### config.mk
export PLATFORM = sky130hd
export DESIGN_NAME = mw_frame
export DESIGN_NICKNAME = d
export VERILOG_FILES = /design/src/rtl/mw_pkg.sv /design/src/rtl/mw_frame.sv
export SDC_FILE = /design/constraint.sdc
export NUM_CORES = 1
export LEC_CHECK = 0
export ABC_AREA = 0
export ABC_CLOCK_PERIOD_IN_PS = 1800
export BUFFER_PORTS_ARGS = -buffer_cell sky130_fd_sc_hd__buf_2
export CAP_MARGIN = 20
export CORE_MARGIN = 2
export CORE_UTILIZATION = 30
export DETAILED_ROUTE_END_ITERATION = 7
export GPL_TIMING_DRIVEN = 0
export PLACE_DENSITY_LB_ADDON = 0.25
export SLEW_MARGIN = 20
export SYNTH_ARGS = -nofsm -noshare
export SYNTH_HDL_FRONTEND = slang
export SYNTH_SLANG_ARGS = --single-unit
### constraint.sdc
create_clock -name clk -period 1.8 [get_ports clk]
set_input_delay 0 -clock clk [delete_from_list [all_inputs] [get_ports clk]]
set_output_delay 0 -clock clk [all_outputs]
set_load 0.03 [all_outputs]
### src/rtl/mw_pkg.sv
package mw_pkg;

    typedef enum logic [2:0] {
        C_NONE, C_READ, C_WRITE, C_ERASE, C_ERAL, C_WRAL, C_EWEN, C_EWDS
    } cmd_e;

    typedef enum logic [1:0] {
        F_IDLE, F_SHIFT, F_READ, F_DONE
    } fstate_e;

    function automatic cmd_e decode_cmd(input logic [1:0] op, input logic [1:0] ext);
        cmd_e c;
        case (op)
            2'b10:   c = C_READ;
            2'b01:   c = C_WRITE;
            2'b11:   c = C_ERASE;
            default: begin
                case (ext)
                    2'b11:   c = C_EWEN;
                    2'b00:   c = C_EWDS;
                    2'b10:   c = C_ERAL;
                    default: c = C_WRAL;
                endcase
            end
        endcase
        return c;
    endfunction

    function automatic logic is_prog(input cmd_e c);
        return (c == C_WRITE) || (c == C_ERASE) || (c == C_ERAL) || (c == C_WRAL);
    endfunction

    function automatic logic has_data(input cmd_e c);
        return (c == C_WRITE) || (c == C_WRAL);
    endfunction

endpackage

### src/rtl/mw_frame.sv
module mw_frame
    import mw_pkg::*;
#(
    parameter int ADDR_W = 7,
    parameter int DATA_W = 8
) (
    input  logic              clk,
    input  logic              rst,
    input  logic              cs_i,
    input  logic              sclk_i,
    input  logic              di_i,
    input  logic              busy_i,
    input  logic [DATA_W-1:0] rd_data_i,
    output logic              start_o,
    output logic              commit_o,
    output cmd_e              cmd_o,
    output logic [ADDR_W-1:0] addr_o,
    output logic [DATA_W-1:0] data_o,
    output logic [ADDR_W-1:0] rd_addr_o,
    output logic              reading_o,
    output logic              rd_bit_o
);
    localparam int HDR_W   = 2 + ADDR_W;
    localparam int FRAME_W = HDR_W + DATA_W;
    localparam int CNT_W   = $clog2(FRAME_W + 1);
    localparam int BIT_W   = $clog2(DATA_W);

    fstate_e            st;
    logic [HDR_W-2:0]   sr;
    logic [HDR_W-1:0]   shv;
    logic [CNT_W-1:0]   cnt;
    logic [BIT_W-1:0]   bidx;
    logic               sclk_q, cs_q, sclk_rise, cs_fall;
    cmd_e               dec;

    always_comb begin
        sclk_rise = sclk_i && !sclk_q;
        cs_fall   = !cs_i && cs_q;
        shv       = {sr, di_i};
        dec       = decode_cmd(shv[HDR_W-1 -: 2], shv[ADDR_W-1 -: 2]);
        start_o   = (st == F_IDLE) && cs_i && sclk_rise && di_i && !busy_i;
        commit_o  = cs_fall && (st == F_DONE);
        reading_o = (st == F_READ);
    end

    always_ff @(posedge clk) begin
        if (rst) begin
            st <= F_IDLE; sr <= '0; cnt <= '0; bidx <= '0;
            sclk_q <= 1'b0; cs_q <= 1'b0;
            cmd_o <= C_NONE; addr_o <= '0; data_o <= '0;
            rd_addr_o <= '0; rd_bit_o <= 1'b0;
        end else begin
            sclk_q <= sclk_i;
            cs_q   <= cs_i;
            if (!cs_i) begin
                st  <= F_IDLE;
                cnt <= '0;
            end else if (sclk_rise) begin
                case (st)
                    F_IDLE: if (start_o) begin
                        st  <= F_SHIFT;
                        cnt <= '0;
                    end
                    F_SHIFT: begin
                        sr  <= shv[HDR_W-2:0];
                        cnt <= cnt + CNT_W'(1);
                        if (cnt == CNT_W'(HDR_W - 1)) begin
                            cmd_o  <= dec;
                            addr_o <= shv[ADDR_W-1:0];
                            if (dec == C_READ) begin
                                st        <= F_READ;
                                rd_addr_o <= shv[ADDR_W-1:0];
                                rd_bit_o  <= 1'b0;
                                bidx      <= '0;
                            end else if (!has_data(dec)) begin
                                st <= F_DONE;
                            end
                        end else if (cnt == CNT_W'(FRAME_W - 1)) begin
                            data_o <= shv[DATA_W-1:0];
                            st     <= F_DONE;
                        end
                    end
                    F_READ: begin
                        rd_bit_o <= rd_data_i[BIT_W'(DATA_W - 1) - bidx];
                        if (bidx == BIT_W'(DATA_W - 1)) begin
                            bidx      <= '0;
                            rd_addr_o <= rd_addr_o + ADDR_W'(1);
                        end else begin
                            bidx <= bidx + BIT_W'(1);
                        end
                    end
                    default: ;
                endcase
            end
        end
    end
endmodule

==> results of run 1 <==
per-stage QoR:
step,utilization [%],cell area (um2)
after global placement,35.78,2609
after floorplan,-,2275
after global routing,38.23,2788
after detailed placement,35.78,2609
final,38.23,2788
after CTS,37.77,2754
cell type report:
cell class	instances	share of cell area [%]
plain buffers	13	2.828
inverters	10	1.347
multi-input cells	191	46.01
repair buffers	44	8.259
clock buffers	6	2.603
well taps	99	4.443
clock inverters	2	1.347
flip-flops and latches	46	33.17
repair_timing:
| item | in CTS | in global routing |
|---|---|---|
| hold endpoints to repair | 2 | 0 |
| gates resized for setup | 6 | 12 |
| setup endpoints to repair | 21 | 26 |
| hold buffers | 2 | 0 |
| setup buffers | 0 | 0 |
worst min-delay path: stages:
cell and delay, ns:
sky130_fd_sc_hd__buf_2 0.17, sky130_fd_sc_hd__nand2_1 0.07, sky130_fd_sc_hd__a21oi_1 0.05
synthesized netlist by cell type (4+ instances only):
| library cell | number |
|---|---|
| sky130_fd_sc_hd__nand2_1 | 31 |
| sky130_fd_sc_hd__ha_1 | 11 |
| sky130_fd_sc_hd__nand3_1 | 17 |
| sky130_fd_sc_hd__nand4_1 | 4 |
| sky130_fd_sc_hd__a21oi_1 | 33 |
| sky130_fd_sc_hd__buf_2 | 6 |
| sky130_fd_sc_hd__o31ai_1 | 7 |
| sky130_fd_sc_hd__inv_1 | 9 |
| sky130_fd_sc_hd__clkbuf_1 | 5 |
| sky130_fd_sc_hd__nor2_1 | 13 |
| sky130_fd_sc_hd__o21ai_0 | 9 |
| sky130_fd_sc_hd__nor2b_1 | 4 |
| sky130_fd_sc_hd__nand2b_1 | 7 |
| sky130_fd_sc_hd__dfxtp_1 | 46 |
| sky130_fd_sc_hd__mux2i_1 | 10 |
layer usage:
layer	wire length (um)	part of all wire, %	track usage [%]	vias to the layer above
met5	0	0	0	-
met1	2887	49	19.31	960
met2	2711	46	24.81	46
li1	-	-	-	1040
met4	110	1.9	5.303	0
met3	223	3.8	2.988	11
cells by family after synthesis:
logic type / Yosys count / synth area share (%)
XOR/XNOR: 3 / 1.155
AO/OA/AOI/OAI: 69 / 19.47
AND/OR/NAND/NOR: 95 / 21.67
adder cells (fa/ha/maj): 11 / 6.051
flip-flops: 46 / 40.48
buffers and inverters: 23 / 4.290
multiplexers: 13 / 6.876
sequential cells by signal, summed over array words and instances, names as in the netlist:
register,flops
sclk_q,1
cnt,5
sr,8
rd_bit_o,1
st,2
cs_q,1
addr_o,7
cmd_o,3
bidx,3
rd_addr_o,7
data_o,8
where the power goes:
part	switching, mW	internal (mW)	total, mW
clock network	0.368	0.415	0.783
registers	0.00231	1.02	1.02
logic	0.0590	0.0368	0.0957
total	0.429	1.47	1.90
how the worst max path moves through the flow:
stage,slack (ns),startpoint,cells after the start,end
2_1_floorplan,0.04,st[0],6,rd_addr_o[6]
3_3_place_gp,-0.06,st[0],6,rd_addr_o[6]
3_5_place_dp,-0.07,st[0],6,rd_addr_o[6]
4_1_cts,0.0005,st[1],8,data_o[5]
5_1_grt,-0.03,cnt[0],6,rd_addr_o[6]
6_report,0.05,cnt[0],6,bidx[0]
==> metrics list, run 1 <==
- Type of the worst setup path: flip-flop to flip-flop
- Counting I/O delays and the setup requirement, the final critical path takes 1.746 ns.
- Htree depth: 2
- Commonest non-fill, non-tap cell in the layout: sky130_fd_sc_hd__buf_2
- Worst hold slack after final layout: 0.04130 ns
* IR Drop Worst-Case VDD: 0.3037 mV
- Setup slack closes at 0.05383 ns.
* Sum of buffers and inverters on the critical path: 1
- Worst skew pair latency: 0.30 ns
* Beginning of the worst register-to-register path: cnt[0]
- Detailed placement ended at an HPWL of 4.228 mm.
* Final critical-path share of the clock period: 97.01%
- The most used flip-flop cell after synthesis is sky130_fd_sc_hd__dfxtp_1.
- Maximum number of pins on one net before global-route repair: 15
- Final Routed Wirelength: 5.933 mm
* Final RePlAce weighted congestion: 0.8160
* Unrepaired setup endpoints after global routing: true
- Across the whole layout, storage elements account for 924.6 um2.
- Timing-limited maximum frequency: 0.5727 GHz
* Area of the core region: 0.007292 mm2
* Final Non-Filler Cells: 411
- Clock net sink count: 46
- Post-Syn Area per Cell: 8.749 um2
* Class of the most critical hold timing path: input pin to flip-flop
* Area contributors post-synth: sky130_fd_sc_hd__dfxtp_1 40%, sky130_fd_sc_hd__a21oi_1 7.3%, sky130_fd_sc_hd__ha_1 6.1%, sky130_fd_sc_hd__nand2_1 5.1%, sky130_fd_sc_hd__mux2i_1 4.4%
- Number of global-route vias before repair: 2134
* Leading cell types in the layout, fill and taps excluded: 44 x sky130_fd_sc_hd__buf_2, 43 x sky130_fd_sc_hd__dfxtp_1, 33 x sky130_fd_sc_hd__a21oi_1
- The analysis attributes to cell leakage a power of 1.144 nW.
- Synthesis produced 260 cells.
- Number of distinct library cells after synthesis: 49
* Via total after detailed routing: 2057
- Die extent in x: 91.08 um
- Endpoint of the most critical register-to-register path: bidx[0]
* Inserted Clock Buffers: 5
- For this run, the detailed router's first-pass iteration total came to 4.
* WL/cell: 14.44 um
* Clock Tree Buf Depth: 2
- The detail route stage leaves a number of antenna-violating nets equal to 0.
* Total Die Area: 0.008295 mm2
* Critical path data arrival time: 1.97 ns
- Nature of the critical path startpoint: flip-flop
- Cells on worst reg2reg path: 6
- After filler insertion, the fill cell instance count of the layout stands at 791.
- Area occupied by multi-input gates: 0.001282 mm2
- Chip height: 91.08 um
- Final setup violation count: 0
- All-layer global routing usage: 14.97%
- Slew at the pin with the worst max-slew slack: 0.5741 ns
- Of all cell types, the one taking the most synthesized area is sky130_fd_sc_hd__dfxtp_1.
* I/O pin total: 43
- For this run, design rule violations remaining after detail routing come to 0.
- Among cell families on the critical path, the largest total delay comes from simple AND/OR/NAND/NOR gates.
- Max-slew violation count: 0
* CTS root buf: sky130_fd_sc_hd__clkbuf_8
- Summing the sequential cell areas from Yosys gives 40.48% of the chip area.
* Beginning of the worst hold path: di_i
- Once placement completed, the tool counted placed cells totaling 401.
- Kind of end point of the critical path: flip-flop
* Antenna cells: 0
* Share of final-layout standard cells stronger than drive strength 1: 24.04%
- In this run, synthesis produced a sequential element count of 46.
- Worst Hold Path Cells: 3
- Sequence of cells on the critical path: inv_1, ha_1, and4bb_4, a21boi_2, or4_1, a21oi_1
* Area fraction of the dominant cell type after synthesis: 40.48%
- Count of buffers from port buffering: 42
- For the worst setup path, the data required time is 2.02 ns.
* Number of nets in the synthesized netlist: 285
- After clock tree synthesis, the clock-pin slew on the worst setup and hold paths is 0.09 ns.
- Total overflow reported by the global router: 0
- The net count of the finished layout is 336.
- Crit Path Max Fanout: 5
- Number of max-cap violations: 0
* Number of flops mapped to enable cells by yosys: 0
- Average via count per standard cell: 5.005
* Register-to-Register Setup Slack: 0.05 ns
- Power comes to 1.901 mW.
- Critical-path cell with the highest stage delay: sky130_fd_sc_hd__or4_1
- Worst slack at placement: -0.07431 ns
* Number of rows created at floorplan: 31
- The cell area that synthesis handed to floorplanning was 0.002275 mm2.
* Ys Warns: 0
- Aggregate negative setup slack: 0 ns
- TritonCTS built the clock tree.
- Initial antenna violation count: 0
- The path with the worst hold slack has its endpoint at sr[0].
* Largest stage delay on the critical path: 0.51 ns
- Pwr per Cell Area: 682.0 mW/mm2
* Initial cell density of the core: 31.19%
- Relative slew margins: 61.73%
- Share of flip-flops with an asynchronous set or reset: 0%
- Final Skew: 0.005878 ns
* Outcome: complete, no violations
- For this block, the initial DRC count from the detailed router was 114.
- Final hold violation count: 0
- Wire length of the first global-routing pass: 10.18 mm
- Relative to the synthesized area, the layout overhead comes to 22.55%.
Note: power is estimated with default switching activity, not from simulation.
==> run 2: changes to the inputs <==
Settings changed: ABC_CLOCK_PERIOD_IN_PS 1800 to not set.
Clock period 1.8 ns to 1.4 ns, I/O delays scaled along.
==> metrics list, run 2 (same netlist as run 1, synthesis figures left out) <==
* Final Skew: 0.007755 ns
* Maximum number of pins on one net before global-route repair: 18
* DPL Wire Length: 4.324 mm
* Die extent in x: 91.08 um
* Count of buffers from port buffering: 42
- The run finished, with violations left.
- The share of total power dissipated in sequential elements is 55.3%.
- For this run, the share of the core covered by cells in the final layout is 46.17%.
- Clock net sink count: 46
- Final Routed Wirelength: 6.707 mm
- Antenna cells: 0
- In this run, the number of DRC markers left after iteration 0 of detailed routing was 126.
- Wire length on met1: 3.123 mm
- Final Non-Filler Cells: 433
* Largest registers ranked by flip-flop count: data_o x8, sr x8
* Sum of buffers and inverters on the critical path: 1
* Clock tree from TritonCTS: yes
- Beginning of the worst register-to-register path: cnt[0]
- Endpoint of the most critical register-to-register path: rd_addr_o[0]
- Htree depth: 2
* Slew at the pin with the worst max-slew slack: 0.7049 ns
- Crit Path Max Fanout: 5
- Setup violations remaining at the end of the flow were counted as 42.
- In this run the register-to-register setup slack is -0.21 ns.
* Largest stage delay on the critical path: 0.47 ns
* Number of global-route vias before repair: 2164
* Cells on worst reg2reg path: 6
- Relative slew margins: 53.01%
* Total overflow reported by the global router: 0
* Total Die Area: 0.008295 mm2
- Data arrives at the worst endpoint at 1.85 ns.
- Critical-path cell with the highest stage delay: sky130_fd_sc_hd__or4_1
- The clock network is responsible for 37.8% of the overall power.
- Wire length of the first global-routing pass: 10.67 mm
- Number of max-cap violations: 0
* Max-slew violation count: 0
- The congestion estimate from routability-driven global placement came to 0.8533.
- Total number of nets in the final design: 358
* Final standard cell area without fillers: 0.003367 mm2
- DP Area: 0.002721 mm2
- Dividing total power by cell area gives a power density of 701.2 mW/mm2.
* Chip height: 91.08 um
- The checks that failed: setup timing.
* Final critical-path share of the clock period: 115.2%
- The routed design could run at a clock period as short as 1.613 ns.
- Cell count after placement: 401
* Part of the power in combinational logic: 6.9%
* Sequence of cells on the critical path: inv_2, ha_4, and4bb_4, a21boi_4, or4_1, a31oi_1
- Detail Route Antenna Nets: 0
- The later pin in the worst-skew pair is clocked with a latency of 0.31 ns.
* DRC violation count after routing: 0
- At the worst endpoint, the required time is 1.64 ns.
- Timing-limited maximum frequency: 0.6201 GHz
- Commonest non-fill, non-tap cell in the layout: sky130_fd_sc_hd__buf_2
- The worst setup path is captured at a flip-flop.
* Class of the most critical hold timing path: input pin to flip-flop
- The top cell types in the final layout, fill and taps aside, are 42 x sky130_fd_sc_hd__buf_2, 37 x sky130_fd_sc_hd__dfxtp_1, 25 x sky130_fd_sc_hd__nand2_1.
* Nature of the critical path startpoint: flip-flop
- Total internal power: 1.742 mW
* DR pass1 iterations: 4
- Following the worst setup path forward leads to its endpoint at rd_addr_o[0].
* Average via count per standard cell: 5.074
- Wire segments on met3 add up to 279 um in the final route.
* Worst setup path startpoint: cnt[0]
* Initial cell density of the core: 31.19%
- Final hold violation count: 0
* All-layer global routing usage: 15.66%
- WL/cell: 15.49 um
* Area of the core region: 0.007292 mm2
* Unrepaired setup endpoints after global routing: true
* Post-route setup slack: -0.2126 ns
* Clock input transition at the sequential cells of the worst setup and hold paths: 0.10 ns
- The clock passes through at most 2 buffers.
* Amount of wire on met2 after detailed routing: 3.266 mm
- Share of final-layout standard cells stronger than drive strength 1: 45.81%
- VDD sags by at most 0.5017 mV.
- After layout, the design draws a total of 2.361 mW.
* I/O pin total: 43
- Via total after detailed routing: 2197
- Type of the worst setup path: flip-flop to flip-flop
- Area growth, synth to finish: 48.02%
* Net Switching: 0.6184 mW
* Number of rows created at floorplan: 31
- Initial antenna violation count: 0
- Among cell families on the critical path, the largest total delay comes from simple AND/OR/NAND/NOR gates.
- Inserted Clock Buffers: 5
- Switching part of the total: 26.20%
* CTS root buf: sky130_fd_sc_hd__clkbuf_8
- Worst path depth: 6
* Uppermost signal routing layer after detailed routing: met4
- Worst slack at placement: -0.2594 ns
- Fill cells in the final layout number 734.
- For this design the static power due to leakage is 1.348 nW.
run 2: repair_timing:
item / in CTS / in global routing
endpoints found under the hold margin: 2 / 0
pin swaps: 10 / 27
gates cloned: 1 / 2
endpoints found under the setup margin: 42 / 39
hold buffers: 2 / 0
resized for setup: 19 / 65
buffers inserted: 10 / 9
run 2: final cells by class:
| cell class | count | area, um2 | share of cell area (%) |
|---|---|---|---|
| multi-input combinational | 191 | 1599 | 47.49 |
| sequential | 46 | 944.7 | 28.06 |
| timing repair buffer | 66 | 439.2 | 13.04 |
| tap | 99 | 123.9 | 3.679 |
| buffer | 13 | 120.1 | 3.567 |
| clock buffer | 5 | 68.82 | 2.044 |
| inverter | 10 | 45.04 | 1.338 |
| clock inverter | 3 | 26.28 | 0.7804 |
run 2: metal layers:
| layer | GRT usage [%] | vias to the layer above |
|---|---|---|
| li1 | - | 1093 |
| met1 | 21.01 | 1050 |
| met2 | 25.80 | 50 |
| met3 | 3.402 | 4 |
| met4 | 3.535 | 0 |
| met5 | 0 | - |
run 2: power by group through the flow:
stage	logic (mW)	clock network, mW	registers (mW)
after global routing	0.176	0.974	1.31
after global placement	0.122	0	1.34
after floorplan	0.0723	0	1.34
after CTS	0.141	0.922	1.31
final	0.163	0.892	1.31
after detailed placement	0.123	0	1.34
run 2: worst min-delay path by stage:
stage | startpoint | to | slack, ns | cells past startpoint
3_5_place_dp | rst | rd_addr_o[6] | 0.26 | 2
4_1_cts | rst | rd_addr_o[6] | 0.02 | 3
6_report | rst | rd_addr_o[6] | 0.02 | 3
2_1_floorplan | rst | rd_addr_o[6] | 0.10 | 1
5_1_grt | di_i | sr[0] | 0.01 | 3
3_3_place_gp | sclk_i | sclk_q | 0.26 | 2
run 2: worst register-to-register path, delay by kind of cell (launching register included):
family / cells / cell delay (ns)
buf+inv: 1 / 0.08
fa+ha+maj: 1 / 0.13
flops: 1 / 0.34
simple gates: 2 / 0.76
compound gates: 2 / 0.24
run 2: stage by stage:
| step | TNS, ns | hold WS (ns) |
|---|---|---|
| floorplan | -1.293 | 0.1026 |
| global placement | -5.583 | 0.2564 |
| detailed placement | -5.697 | 0.2616 |
| CTS | -3.398 | 0.01948 |
| global route | -7.903 | 0.01332 |
| finish | -5.134 | 0.02031 |
==> run 3: changes to the inputs <==
Settings changed: CORE_UTILIZATION 30 to 49, GPL_TIMING_DRIVEN 0 to not set.
==> metrics list, run 3 (same netlist as run 1, synthesis figures left out) <==
* Static power due to leakage: 1.464 nW
- With fillers left out, the area of the finished cells amounts to 0.003510 mm2.
- Final Skew: 0.006651 ns
- The library cell used most frequently in the layout, excluding fill and tap cells, is sky130_fd_sc_hd__buf_4.
- Relative slew margins: 76.77%
- Unrepaired setup endpoints after global routing: true
* Number of rows created at floorplan: 24
- DPL Wire Length: 4.240 mm
- Final critical-path share of the clock period: 116.1%
- The cell sitting at the root of the clock tree is a sky130_fd_sc_hd__clkbuf_8.
- Via total after detailed routing: 2347
- Cells fill 79.51% of the core in the end.
- Count of buffers from port buffering: 42
- Area growth, synth to finish: 54.29%
- The number of antenna violations at the first check in global routing was 0.
* Critical-path cell with the highest stage delay: sky130_fd_sc_hd__or4_1
* Htree depth: 2
* Worst setup path startpoint: cnt[0]
- In the final layout, the registers with the most flip-flops are data_o x8, sr x8.
- Uppermost signal routing layer after detailed routing: met4
* Initial cell density of the core: 51.53%
- The count of nets left with antenna violations once routing finished came out at 0.
* Final Routed Wirelength: 6.857 mm
- Across the run, the number of max-cap violations was 0.
- The first global-routing pass estimated 10.11 mm of wire.
- Clock net sink count: 46
- The placed instances occupy a cell area of 0.002948 mm2.
- The design draws 2.309 mW.
* Leading cell types in the layout, fill and taps excluded: 44 x sky130_fd_sc_hd__buf_4, 41 x sky130_fd_sc_hd__buf_2, 37 x sky130_fd_sc_hd__dfxtp_1
- Across all setup checks in the final design, the least slack found is -0.2247 ns.
- For this run, the detailed router's first-pass iteration total came to 4.
- Clock input transition at the sequential cells of the worst setup and hold paths: 0.09 ns
- In this run the worst path has a maximum fanout of 5.
- Amount of wire on met2 after detailed routing: 3.484 mm
- Register-to-Register Setup Slack: -0.22 ns
- Worst skew pair latency: 0.30 ns
* Cells on worst reg2reg path: 6
- The worst hold path passes through 2 cells.
- The startpoint identified for the worst register-to-register timing path is cnt[0].
* Final RePlAce weighted congestion: 0.8503
- Maximum number of pins on one net before global-route repair: 21
- Failing checks: setup timing
- Counting the fill cells in the layout gives 269.
* Met3 routed WL: 336 um
- Using the TritonRoute via totals, the vias-per-cell ratio works out to 5.697.
- Final setup violation count: 34
* Critical path data required time: 1.63 ns
- After detailed routing, the wire length on met1 is 2.917 mm.
* Inserted Clock Buffers: 5
- Final hold violation count: 0
* Clock Tree Buf Depth: 2
- The routed design could run at a clock period as short as 1.625 ns.
* Pwr per Cell Area: 657.9 mW/mm2
- Outcome: finished, violations left
* Clock tree from TritonCTS: yes
- Antenna cells: 0
- Final hold analysis gives a worst-case slack of 0.05003 ns.
- Die extent in x: 72.14 um
- Number of global-route vias before repair: 2224
- On the worst path, the slowest cell contributes a delay of 0.47 ns.
- The floorplan step defined a core boundary enclosing 0.004414 mm2.
- DRC violation count after routing: 0
- 43 I/O pins were placed.
- The die covers 0.005203 mm2.
* Kind of end point of the critical path: flip-flop
- Critical path data arrival time: 1.85 ns
- The post-route netlist has 50.00% of its cells at a drive strength greater than 1.
- For this run, the total global-route usage over all layers was measured as 24.20%.
- Type of the worst setup path: flip-flop to flip-flop
- The floorplan step set the die height to 72.14 um.
* Total overflow reported by the global router: 0
- Timing-limited maximum frequency: 0.6155 GHz
- Total number of nets in the final design: 384
- OpenSTA, run right after detailed placement, puts the worst setup slack at -0.2312 ns.
- Class of the most critical hold timing path: input pin to flip-flop
- WL/cell: 16.64 um
- At the pin with the least slew margin, the transition time is 0.3477 ns.
* Nature of the critical path startpoint: flip-flop
- IR Drop Worst-Case VDD: 0.7426 mV
* Beginning of the worst hold path: rst
- Detailed router's first-iteration violation count: 134
* Max-slew violation count: 0
* Sequence of cells on the critical path: inv_2, ha_4, and4bb_4, a21boi_4, or4_1, a31oi_1
-- run 3: repair_timing --
item / in CTS / in global routing
endpoints found under the setup margin: 37 / 45
pin swaps: 29 / 20
gates resized for setup: 36 / 46
buffers inserted: 8 / 9
hold buffers: 1 / 0
endpoints found under the hold margin: 1 / 0
gates cloned: 0 / 1
-- run 3: stage by stage --
stage / std cells / TNS (ns)
2_1_floorplan: 260 / -1.293
3_3_place_gp: 389 / -3.188
3_5_place_dp: 389 / -4.049
4_1_cts: 406 / -2.717
5_1_grt: 412 / -6.131
6_report: 412 / -3.668
-- run 3: final cells by class --
type	instances	area [um2]	share of cell area, %
Clock buffer	5	68.82	1.961
Multi-Input combinational cell	191	1603	45.67
Tap cell	52	65.06	1.854
Sequential cell	46	939.7	26.77
Clock inverter	3	20.02	0.5704
Inverter	10	45.04	1.283
Timing Repair Buffer	105	768.2	21.89
-- run 3: layer usage --
layer  vias to the layer above  GRT usage [%]
li1                       1134              -
met1                      1130          32.02
met2                        73          40.27
met3                        10          3.472
met4                         0          8.805
met5                         -              0
-- run 3: power by group --
group	switching (mW)	internal, mW
Combinational	0.0991	0.0836
Sequential	0.00411	1.31
Clock	0.463	0.353
-- run 3: path summary, 6_finish.rpt --
path | end
worst max-delay path | rd_addr_o[0]
worst min-delay path | cmd_o[2]
worst max register to register | rd_addr_o[0]
worst min register to register | addr_o[1]
-- run 3: critical path: cells and delay by family, from the launching register on --
| kind | cells | cell delay, ns |
|---|---|---|
| adders and majority gates | 1 | 0.13 |
| DFF | 1 | 0.33 |
| and+or+nand+nor | 2 | 0.76 |
| buffers and inverters | 1 | 0.07 |
| AOI/OAI and AO/OA | 2 | 0.25 |
